==> src/rtl/regptr_pkg.sv <==
package regptr_pkg;

    typedef enum logic [1:0] {
        ST_FETCH = 2'd0,
        ST_EXEC  = 2'd1,
        ST_DMA   = 2'd2,
        ST_INTR  = 2'd3
    } state_e;

    typedef enum logic [3:0] {
        CMD_NOP  = 4'd0,
        CMD_SETP = 4'd1,
        CMD_SETX = 4'd2,
        CMD_LDLO = 4'd3,
        CMD_LDHI = 4'd4,
        CMD_INC  = 4'd5,
        CMD_IMM  = 4'd6,
        CMD_MEMX = 4'd7,
        CMD_RET  = 4'd8
    } cmd_e;

    typedef enum logic [1:0] {
        KIND_NONE = 2'd0,
        KIND_PROG = 2'd1,
        KIND_DATA = 2'd2,
        KIND_DMA  = 2'd3
    } kind_e;

    localparam int P_ON_INT = 1;
    localparam int X_ON_INT = 2;

endpackage

==> src/rtl/regptr_file.sv <==
module regptr_file #(
    parameter int NREG = 16,
    parameter int AW   = 16,
    parameter int NRD  = 4,
    localparam int PW  = $clog2(NREG)
) (
    input  logic                    clk,
    input  logic                    rst_n,
    input  logic                    we,
    input  logic [PW-1:0]           wr_idx,
    input  logic [AW-1:0]           wr_val,
    input  logic [NRD-1:0][PW-1:0]  rd_idx,
    output logic [NRD-1:0][AW-1:0]  rd_val
);

    logic [AW-1:0] mem [NREG];

    for (genvar g = 0; g < NREG; g++) begin : g_reg
        if (g == 0) begin : g_dma_ptr
            always_ff @(posedge clk) begin
                if (!rst_n)
                    mem[g] <= '0;
                else if (we && wr_idx == PW'(g))
                    mem[g] <= wr_val;
            end
        end else begin : g_plain
            always_ff @(posedge clk) begin
                if (we && wr_idx == PW'(g))
                    mem[g] <= wr_val;
            end
        end
    end

    for (genvar k = 0; k < NRD; k++) begin : g_rd
        assign rd_val[k] = mem[rd_idx[k]];
    end

endmodule

==> src/rtl/regptr_seq.sv <==
module regptr_seq
    import regptr_pkg::*;
#(
    parameter int CYC = 8
) (
    input  logic   clk,
    input  logic   rst_n,
    input  logic   dma_req,
    input  logic   int_want,
    output state_e state,
    output logic   last,
    output logic   going_int
);

    localparam int CW = (CYC > 1) ? $clog2(CYC) : 1;

    logic [CW-1:0] phase_q;
    state_e        state_q;
    state_e        state_d;

    always_ff @(posedge clk) begin
        if (!rst_n)
            phase_q <= '0;
        else if (last)
            phase_q <= '0;
        else
            phase_q <= phase_q + 1'b1;
    end

    always_comb begin
        last    = (phase_q == CW'(CYC - 1));
        state_d = state_q;
        if (last) begin
            unique case (state_q)
                ST_FETCH: state_d = ST_EXEC;
                ST_EXEC, ST_DMA, ST_INTR: begin
                    if (dma_req)
                        state_d = ST_DMA;
                    else if (int_want)
                        state_d = ST_INTR;
                    else
                        state_d = ST_FETCH;
                end
            endcase
        end
    end

    always_ff @(posedge clk) begin
        if (!rst_n)
            state_q <= ST_FETCH;
        else
            state_q <= state_d;
    end

    always_comb begin
        state     = state_q;
        going_int = last && (state_d == ST_INTR);
    end

endmodule

==> src/rtl/regptr_ptrs.sv <==
module regptr_ptrs
    import regptr_pkg::*;
#(
    parameter int PW = 4
) (
    input  logic          clk,
    input  logic          rst_n,
    input  state_e        state,
    input  logic          last,
    input  logic          going_int,
    input  cmd_e          cmd,
    input  logic [PW-1:0] reg_sel,
    input  logic          irq,
    output logic [PW-1:0] p_ptr,
    output logic [PW-1:0] x_ptr,
    output logic [2*PW-1:0] t_reg,
    output logic          ie,
    output logic          int_want
);

    logic [PW-1:0]   p_d, x_d;
    logic [2*PW-1:0] t_d;
    logic            ie_d, pend_q, pend_d;
    logic            exec_end;

    always_comb begin
        exec_end = last && (state == ST_EXEC);
        p_d  = p_ptr;
        x_d  = x_ptr;
        t_d  = t_reg;
        ie_d = ie;
        if (exec_end) begin
            case (cmd)
                CMD_SETP: p_d = reg_sel;
                CMD_SETX: x_d = reg_sel;
                CMD_RET: begin
                    p_d  = t_reg[2*PW-1:PW];
                    x_d  = t_reg[PW-1:0];
                    ie_d = 1'b1;
                end
                default: ;
            endcase
        end
        if (going_int) begin
            t_d  = {p_d, x_d};
            p_d  = PW'(P_ON_INT);
            x_d  = PW'(X_ON_INT);
            ie_d = 1'b0;
        end
        if (going_int)
            pend_d = 1'b0;
        else if (state != ST_INTR && irq)
            pend_d = 1'b1;
        else
            pend_d = pend_q;
        int_want = ie && (irq || pend_q);
    end

    always_ff @(posedge clk) begin
        if (!rst_n) begin
            p_ptr  <= '0;
            x_ptr  <= '0;
            t_reg  <= '0;
            ie     <= 1'b1;
            pend_q <= 1'b0;
        end else begin
            p_ptr  <= p_d;
            x_ptr  <= x_d;
            t_reg  <= t_d;
            ie     <= ie_d;
            pend_q <= pend_d;
        end
    end

endmodule

==> src/rtl/regptr_bank.sv <==
module regptr_bank
    import regptr_pkg::*;
#(
    parameter int NREG = 16,
    parameter int AW   = 16,
    parameter int DW   = 8,
    parameter int CYC  = 8,
    localparam int PW  = $clog2(NREG)
) (
    input  logic          clk,
    input  logic          rst_n,
    input  logic [3:0]    cmd_i,
    input  logic [PW-1:0] reg_i,
    input  logic [DW-1:0] data_i,
    input  logic          irq_i,
    input  logic          dma_req_i,
    output logic [AW-1:0] addr_o,
    output logic [1:0]    kind_o
);

    localparam int NRD = 4;

    cmd_e            cmd;
    state_e          st;
    logic            last, going_int, int_want, ie;
    logic [PW-1:0]   p_ptr, x_ptr;
    logic [2*PW-1:0] t_reg;

    logic [NRD-1:0][PW-1:0] rd_idx;
    logic [NRD-1:0][AW-1:0] rd_val;
    logic                   we;
    logic [PW-1:0]          wr_idx;
    logic [AW-1:0]          wr_val;
    kind_e                  kind;

    assign cmd = cmd_e'(cmd_i);

    regptr_seq #(.CYC(CYC)) u_seq (
        .clk(clk), .rst_n(rst_n), .dma_req(dma_req_i), .int_want(int_want),
        .state(st), .last(last), .going_int(going_int)
    );

    regptr_ptrs #(.PW(PW)) u_ptrs (
        .clk(clk), .rst_n(rst_n), .state(st), .last(last), .going_int(going_int),
        .cmd(cmd), .reg_sel(reg_i), .irq(irq_i),
        .p_ptr(p_ptr), .x_ptr(x_ptr), .t_reg(t_reg), .ie(ie), .int_want(int_want)
    );

    assign rd_idx[0] = p_ptr;
    assign rd_idx[1] = x_ptr;
    assign rd_idx[2] = '0;
    assign rd_idx[3] = reg_i;

    regptr_file #(.NREG(NREG), .AW(AW), .NRD(NRD)) u_file (
        .clk(clk), .rst_n(rst_n), .we(we), .wr_idx(wr_idx), .wr_val(wr_val),
        .rd_idx(rd_idx), .rd_val(rd_val)
    );

    always_comb begin
        addr_o = '0;
        kind   = KIND_NONE;
        unique case (st)
            ST_FETCH: begin
                addr_o = rd_val[0];
                kind   = KIND_PROG;
            end
            ST_EXEC: begin
                if (cmd == CMD_IMM) begin
                    addr_o = rd_val[0];
                    kind   = KIND_PROG;
                end else if (cmd == CMD_MEMX) begin
                    addr_o = rd_val[1];
                    kind   = KIND_DATA;
                end
            end
            ST_DMA: begin
                addr_o = rd_val[2];
                kind   = KIND_DMA;
            end
            ST_INTR: ;
        endcase
        kind_o = kind;
    end

    always_comb begin
        we     = 1'b0;
        wr_idx = p_ptr;
        wr_val = rd_val[0] + 1'b1;
        if (last) begin
            unique case (st)
                ST_FETCH: we = 1'b1;
                ST_DMA: begin
                    we     = 1'b1;
                    wr_idx = '0;
                    wr_val = rd_val[2] + 1'b1;
                end
                ST_EXEC: begin
                    case (cmd)
                        CMD_IMM: we = 1'b1;
                        CMD_LDLO: begin
                            we     = 1'b1;
                            wr_idx = reg_i;
                            wr_val = {rd_val[3][AW-1:DW], data_i};
                        end
                        CMD_LDHI: begin
                            we     = 1'b1;
                            wr_idx = reg_i;
                            wr_val = {data_i, rd_val[3][DW-1:0]};
                        end
                        CMD_INC: begin
                            we     = 1'b1;
                            wr_idx = reg_i;
                            wr_val = rd_val[3] + 1'b1;
                        end
                        default: ;
                    endcase
                end
                ST_INTR: ;
            endcase
        end
    end

endmodule

==> config.mk <==
export PLATFORM = sky130hd
export DESIGN_NAME = regptr_bank
export DESIGN_NICKNAME = d
export VERILOG_FILES = /design/src/rtl/regptr_pkg.sv /design/src/rtl/regptr_file.sv /design/src/rtl/regptr_seq.sv /design/src/rtl/regptr_ptrs.sv /design/src/rtl/regptr_bank.sv
export SDC_FILE = /design/constraint.sdc
export NUM_CORES = 1
export LEC_CHECK = 0
export BUFFER_PORTS_ARGS = -buffer_cell sky130_fd_sc_hd__clkbuf_2
export CORE_MARGIN = 8
export CORE_UTILIZATION = 25
export CTS_BUF_LIST = sky130_fd_sc_hd__clkbuf_2
export DETAILED_ROUTE_END_ITERATION = 10
export PLACE_DENSITY_LB_ADDON = 0.2
export SLEW_MARGIN = 20
export SYNTH_ARGS = -nofsm -noshare
export SYNTH_HDL_FRONTEND = slang
export SYNTH_SLANG_ARGS = --single-unit
export TNS_END_PERCENT = 100
==> constraint.sdc <==
create_clock -name clk -period 12.6 [get_ports clk]
set_clock_uncertainty 0.15 [all_clocks]
set_input_delay 3.78 -clock clk [delete_from_list [all_inputs] [get_ports clk]]
set_output_delay 3.78 -clock clk [all_outputs]
set_load 0.005 [all_outputs]
* After elaboration in Yosys (flattened, before gate mapping)
Memory sizes are Yosys's and may differ from the RTL's.
Cells that the tools add are included.
** Storage, ports and cells
- Register bits after elaboration :: 23
- RAM bits :: 256
- Bits of input ports :: 20
- Output and inout port bits :: 18
- Word-level logic and storage cells :: 196
- Memories :: 1
** Operators by class
- Add/sub/neg operators :: 4
- Eq/ne operators :: 29
- Mux-type cells :: 105
- Bitwise gates (word level) :: 2
- Reduce and logical (&&, ||, !) cells :: 46
** Memories
- u_file.mem :: depth 16, bits a word 16, rd ports 4, clocked after Yosys merged registers in 0, write ports 2, line regptr_file.sv:16 : logic [AW-1:0] mem [NREG];
** Operators with widths (number)
- 16-bit 2-to-1 mux :: 18
- 16-bit OR reduction :: 14
- 16-bit one-hot mux with 3 select lines :: 2
- 4-bit 2-to-1 mux :: 18
- 1-bit 2-to-1 mux :: 54
- 16-bit by 1-bit adder with 16-bit output (second input constant) :: 3
- 4-bit equality test (second input constant) :: 9
- 4-bit by 3-bit equality test with 1-bit output (second input constant) :: 8
- 16-bit one-hot mux with 2 select lines :: 1
- 4-bit one-hot mux with 2 select lines :: 3
- 1-bit logical AND :: 20
- 4-bit by 2-bit equality test with 1-bit output (second input constant) :: 4
- 2-bit 2-to-1 mux :: 6
- 4-bit by 1-bit equality test with 1-bit output (second input constant) :: 2
- 2-bit equality test (second input constant) :: 3
- 2-bit one-hot mux with 3 select lines :: 1
- 2-bit OR reduction :: 3
- 3-bit OR reduction :: 2
- 4-bit zero test :: 1
- 2-bit one-hot mux with 2 select lines :: 1
- 2-bit nonzero test :: 2
- 4-bit OR reduction :: 1
- 3-bit by 1-bit adder with 3-bit output (second input constant) :: 1
- 3-bit equality test (second input constant) :: 1
- 8 further kinds :: 8

* Longest topological paths before layout
Gate-level depths: netlist of run 1.
- Depth in word-level cells :: 24
- Depth in mapped cells :: 15
- Depth with buffers taken out :: 11

* Hierarchy
Synthesis of run 1 repeated with hierarchy kept, for this count alone.
** Unflattened totals
- Cell total of the unflattened synthesis :: 1276
- Area total of the unflattened synthesis :: 18544.0 µm²
** By module, submodules not included
- regptr_file :: times used 1, cells each 845, area an instance 15389.8 µm², seq. area each 7687.4 µm²
- regptr_bank :: times used 1, cells each 314, area an instance 2030.7 µm², seq. area each 0.0 µm²
- regptr_ptrs :: times used 1, cells each 99, area an instance 919.6 µm², seq. area each 360.3 µm²
- regptr_seq :: times used 1, cells each 18, area an instance 203.9 µm², seq. area each 100.1 µm²

* Worst setup path after synthesis of run 1
Ideal clock, no wire load.
- Path type :: in2out
- From :: in cmd_i[3]
- To :: out addr_o[10]
- Arrival time :: 5.103 ns
- Required time :: 8.670 ns
- Path slack :: 3.567 ns
- Cell stages on the path :: 6
- Path buffers :: 2
- Path through :: clkbuf_1 nand3b_1 o21bai_1 clkbuf_1 a22oi_1 a21oi_1
** On the way
- Word-level cells in the longest chain between the ends :: 4
- Elaborated cells between the ends (all ways) :: 5
- Those cells by class :: eq/ne: 2; mux: 3
** RTL lines
- start, declared :: line regptr_bank.sv:12 : input logic [3:0] cmd_i,
- 4-bit by 3-bit equality test with 1-bit output :: line regptr_bank.sv:71 : end else if (cmd == CMD_MEMX) begin
- 16-bit 2-to-1 mux :: line regptr_bank.sv:71
- 16-bit 2-to-1 mux * :: line regptr_bank.sv:68 : if (cmd == CMD_IMM) begin
- 16-bit one-hot mux with 3 select lines * :: line regptr_bank.sv:62 : unique case (st)
- end, declared :: line regptr_bank.sv:17 : output logic [AW-1:0] addr_o,
Mark *: on every way between the ends. The rest lies on a longest branch, timed or not.

* Final worst setup path of run 1
- From :: in cmd_i[0]
- To :: out addr_o[14]
Same word-level chain as after synthesis.

==> results of run 1 <==
## worst max-delay path, delay by kind of cell
kind                   cells  cell delay, ns
AO/OA/AOI/OAI              1            0.10
AND/OR/NAND/NOR            3            0.93
buffers and inverters      3            0.86
## per-layer routing
layer	routed length [um]	global-route usage	part of all wire	vias up
met5	0	0	0	-
met4	1746	0.05214	0.027	0
met3	5559	0.04050	0.085	112
met2	29190	0.2514	0.45	672
met1	28600	0.2308	0.44	6540
li1	-	-	-	5061
## synth_stat cells, drive strengths merged (3+ instances only)
| master | count |
|---|---|
| a211oi | 17 |
| a21o | 3 |
| a21oi | 41 |
| a221oi | 15 |
| a222oi | 13 |
| a22o | 13 |
| a22oi | 38 |
| a31oi | 3 |
| and2 | 13 |
| and3 | 6 |
| buf | 44 |
| clkbuf | 46 |
| dfxtp | 23 |
| edfxtp | 256 |
| ha | 10 |
| inv | 14 |
| mux2 | 6 |
| mux2i | 25 |
| mux4 | 204 |
| nand2 | 74 |
| nand2b | 6 |
| nand3 | 32 |
| nand3b | 4 |
| nand4 | 12 |
| nor2 | 84 |
| nor2b | 6 |
| nor3 | 16 |
| nor3b | 6 |
| nor4 | 10 |
| nor4b | 5 |
| o211ai | 4 |
| o21ai | 34 |
| or3 | 9 |
| xnor2 | 21 |
| xor2 | 10 |
## power by group through the flow
stage	sequential [mW]	combinational (mW)	clock, mW
floorplan	1.03	0.0904	0
global placement	1.04	0.136	0
detailed placement	1.04	0.137	0
CTS	1.01	0.137	0.706
global route	1.02	0.147	0.751
finish	1.01	0.138	0.681
## stage by stage
stage	hold slack [ns]	setup slack, ns	instance area, um^2	std cells
2_1_floorplan	0.2584	3.567	17120	1154
3_3_place_gp	0.2657	2.941	18190	2024
3_5_place_dp	0.2993	2.935	18200	2024
4_1_cts	0.3132	2.934	18900	2163
5_1_grt	0.3304	2.840	18930	2169
6_report	0.3060	2.989	18940	2170
## kinds of logic after synthesis
logic type,after synthesis,synth area share
and+or+nand+nor,291,0.08371
xor gates and xnor gates,31,0.01586
muxes,235,0.2921
DFF,279,0.4761
adders and majority gates,10,0.007310
AOI/OAI and AO/OA,202,0.08612
buffers and inverters,106,0.03889
## path summary, 6_finish.rpt
| check | from | endpoint | depth (start not counted) |
|---|---|---|---|
| setup / recovery | cmd_i[0] | addr_o[14] | 7 |
| hold / removal | u_seq.phase_q[0] | u_seq.phase_q[0] | 1 |
| setup reg to reg | u_ptrs.p_ptr[0] | u_file.mem[10][13] | 9 |
| hold reg to reg | u_seq.phase_q[0] | u_seq.phase_q[0] | 1 |
## area by class of cell
class / instances / area share
antenna: 7 / 0.0009250
clock buffer: 113 / 0.02986
clock inverter: 26 / 0.007334
inverter: 15 / 0.002973
multi-input combinational: 769 / 0.4429
sequential: 279 / 0.4310
tap: 882 / 0.05828
timing repair buffer: 79 / 0.02669
==> impl_results.md, run 1 <==
* Outcome: finished, final reports clean
* Most used cell, CP: clkbuf_2
* # fillers at 6939
* Sequential cell area fraction in the yosys report at 0.4761
* Routability congestion estimate at 0.9188
* Core area at 68230 um^2
* Critical path's slowest cell: nor2_2
* #FFs+latches synth at 279
* Power Dens Cells at 96.83 nW/um^2
* Post-route DRC at 0
* Period utilization at 0.7628
* Rows at 96
* Tot Pwr at 1.834 mW
* Iteration-0 DRC Markers at 1534
* Worst EP required at 8.67 ns
* Worst path arrival time at 5.68 ns
* Synthesized instance count at 1154
* Synthesized area per cell at 14.83 um^2
* Vias in the first global route at 12308
* Synth top area share at 0.4492
* Fmax at 104.1 MHz
* Number of buffers created by CTS at 79
* Initial DRT Pass Iterations at 8
* Rel. slew slack at 0.2715
* Most used DFF post-synth: edfxtp_1
* CTS clk-pin slew, worst paths at 0.09 ns
* Clk sinks at 279
* NetSw at 512.0 uW
* Total of max-cap violations at 0
* Area leader, netlist: edfxtp_1
* Worst slew pin tran at 1.092 ns
* HP Class: register to register
* Most common cell after layout, fill and taps aside: edfxtp_1
* VDD IR max at 0.03198 mV
* Vias per cell at 5.707
* Clock Power Share at 0.372
* Port bufs at 37
* Pin count of the biggest net entering global routing at 54
* Most frequent cells in the layout: edfxtp_1 (256), mux4_2 (181), clkbuf_2 (148)
* Post-CTS Setup Inserts at 0
* Antenna violations before repair at 2
* Post-CTS resize count at 0
* DP HPWL at 42810 um
* Crit-path cells: clkbuf_2, nand2_1, nor2_2, buf_4, a222oi_1, nor2_1, clkbuf_2
* H-tree level count at 3
* Switching share of total power at 0.2792
* Post-route ant nets at 0
* Fin Setup TNS at 0 ns
* CP Launch Type: input port
* CTS root buf: clkbuf_2
* TritonCTS clock tree: yes
* RSZ-0062 raised after global routing: false
* Post-synth EDFFs at 256
* Final Max Tran Viols at 0
* Ys Warns at 0
* Combinational Power Share at 0.075
* Largest stage delay, worst path at 0.55 ns
* Synth top area cells: edfxtp_1 (45%), mux4_2 (24%), mux4_1 (3.5%)
* Routed length per placed instance at 30.00 um
* Cts hold-fix bufs at 0
* Layout area overhead at 10.64%
* Layout cells sized above 1 at 0.3443
* Overflow after GRT at 0
* CP max FO at 17
* Vias post-DR at 12385
* Syn nets at 1184
* Max reg flops at 256
* Starting density of the core at 0.2509
* Full die area at 77090 um^2
* DRT Wirelength at 65100 um
* Nets at 1253
* P_int at 1.322 mW
* Leak pwr at 5.821 nW
* Utilization after layout at 0.2776
* Ports at 38
* Sequential power share at 0.553
* GRT Util Overall at 0.1654
* Worst skew pair latency at 1.08 ns
* CTS Buffer Depth at 3
* Post-Syn Area at 17120 um^2
* Crit path kind: input port to output port
* Unique masters post-synth at 78
* Reg-to-reg slack, setup at 7.31 ns
* Final min period at 9.611 ns
* Final Hold Fails at 0
* First-pass GRT wire length at 92440 um
* Asr flop ratio synth at 0
* Die width at 277.7 um
* Flip-flop and latch area at 8162 um^2
* Die H at 277.7 um
* Crit end category: output port
* Setup violators final at 0
* Multi-input gate area at 8388 um^2
Power figures use the tool's default switching activity.
==> run 2, diff against run 1 <==
==> constraint.sdc (replaced) <==
create_clock -name clk -period 8.3 [get_ports clk]
set_clock_uncertainty 0.15 [all_clocks]
set_input_delay 2.49 -clock clk [delete_from_list [all_inputs] [get_ports clk]]
set_output_delay 2.49 -clock clk [all_outputs]
set_load 0.005 [all_outputs]
==> impl_results.md, run 2 (synthesis gave the netlist of run 1 again) <==
* Leak pwr at 5.831 nW
* Die width at 277.7 um
* Port bufs at 37
* Layout cells sized above 1 at 0.3318
* Post-CTS Setup Inserts at 0
* Fin Setup TNS at 0 ns
* Routed length per placed instance at 29.83 um
* Worst EP required at 5.66 ns
* Die H at 277.7 um
* Post-route DRC at 0
* Final Hold Fails at 0
* H-tree level count at 3
* GRT Util Overall at 0.1649
* Overflow after GRT at 0
* Most frequent cells in the layout: edfxtp_1 (256), mux4_2 (181), clkbuf_2 (137)
* Clk sinks at 279
* Worst slew pin tran at 1.096 ns
* Crit path kind: register to output port
* Pin count of the biggest net entering global routing at 57
* Rows at 96
* Post-route cell area at 18970 um^2
* Iteration-0 DRC Markers at 1479
* Vias post-DR at 12342
* Final Max Tran Viols at 0
* Worst path arrival time at 4.44 ns
* CP max FO at 40
* Cts hold-fix bufs at 0
* Max reg flops at 256
* DRT Wirelength at 65000 um
* Power Dens Cells at 145.4 nW/um^2
* TritonCTS clock tree: yes
* Nets at 1264
* Final min period at 7.080 ns
* DP HPWL at 42940 um
* Number of buffers created by CTS at 82
* Layout area overhead at 10.83%
* Outcome: finished, final reports clean
* Post-CTS resize count at 0
* Worst skew pair latency at 1.08 ns
* Starting density of the core at 0.2509
* Antenna violations before repair at 2
* Ports at 38
* VDD IR max at 0.05563 mV
* Fmax at 141.2 MHz
* CP Launch Type: register
* Full die area at 77090 um^2
* Dpl cell area at 18250 um^2
* Vias per cell at 5.664
* Rel. slew slack at 0.2679
* Total of max-cap violations at 0
* Setup violators final at 0
* Post-route ant nets at 0
* RSZ-0062 raised after global routing: false
* Routability congestion estimate at 0.8976
* Core area at 68230 um^2
* CTS clk-pin slew, worst paths at 0.11 ns
* First-pass GRT wire length at 92570 um
* Most common cell after layout, fill and taps aside: edfxtp_1
* Period utilization at 0.8531
* Crit end category: output port
* HP Class: register to register
* Initial DRT Pass Iterations at 5
* Vias in the first global route at 12412
* CTS Buffer Depth at 3
* CTS root buf: clkbuf_2
[run 2: changes by cell type in the layout (fill, tap and decap cells not counted), moves of 2 or more]
cell and delta:
buf_4 +7, nor2b_2 -2, clkinv_1 +16, a21oi_1 +5, a21oi_2 -5, clkbuf_2 -11, diode_2 -3, nor2b_1 +2
[run 2: worst max-delay path, stage by stage, from the launching register on]
cell and delay, ns:
dfxtp_4 0.85, buf_12 0.37, mux4_1 0.60, a22oi_1 0.20, nand3_1 0.31, a222oi_1 0.78, nor2_1 0.11, clkbuf_2 0.15
[run 2: metal layers]
layer	vias to the layer above	routed length (um)	GRT usage
met4	0	1821	0.05802
met1	6461	28250	0.2246
li1	5085	-	-
met3	106	5497	0.04201
met2	690	29440	0.2533
met5	-	0	0
[run 2: power breakdown]
| group | total [mW] | switching (mW) | internal, mW |
|---|---|---|---|
| sequential | 1.54 | 0.00932 | 1.53 |
| combinational | 0.209 | 0.131 | 0.0783 |
| clock | 1.01 | 0.634 | 0.376 |
[run 2: stage by stage]
step	hold WS (ns)	util	instances	worst slack, ns	power (mW)
after CTS	0.2882	0.2779	2175	0.9889	2.811
after global routing	0.3141	0.2780	2179	0.9113	2.885
after floorplan	0.2584	-	1154	1.847	1.703
after global placement	0.2655	0.2676	2032	1.276	1.778
after detailed placement	0.2747	0.2676	2032	1.276	1.778
final	0.2868	0.2780	2179	1.220	2.758
[run 2: cell type report]
class,count,area (um^2)
well taps,882,1104
repair buffers,87,578.1
inverters,15,56.30
flip-flops and latches,279,8162
diodes,4,10.01
clock buffers,102,510.5
clock inverters,41,195.2
fillers,6963,49260
multi-input cells,769,8354
[run 2: path summary, 6_finish.rpt]
| path | from | endpoint | slack, ns | depth (start not counted) |
|---|---|---|---|---|
| setup / recovery | u_ptrs.p_ptr[0] | addr_o[7] | 1.22 | 7 |
| hold / removal | u_seq.phase_q[0] | u_seq.phase_q[0] | 0.29 | 1 |
| hold reg to reg | u_seq.phase_q[0] | u_seq.phase_q[0] | 0.29 | 1 |
| setup reg to reg | u_ptrs.p_ptr[0] | u_file.mem[9][13] | 3.50 | 9 |
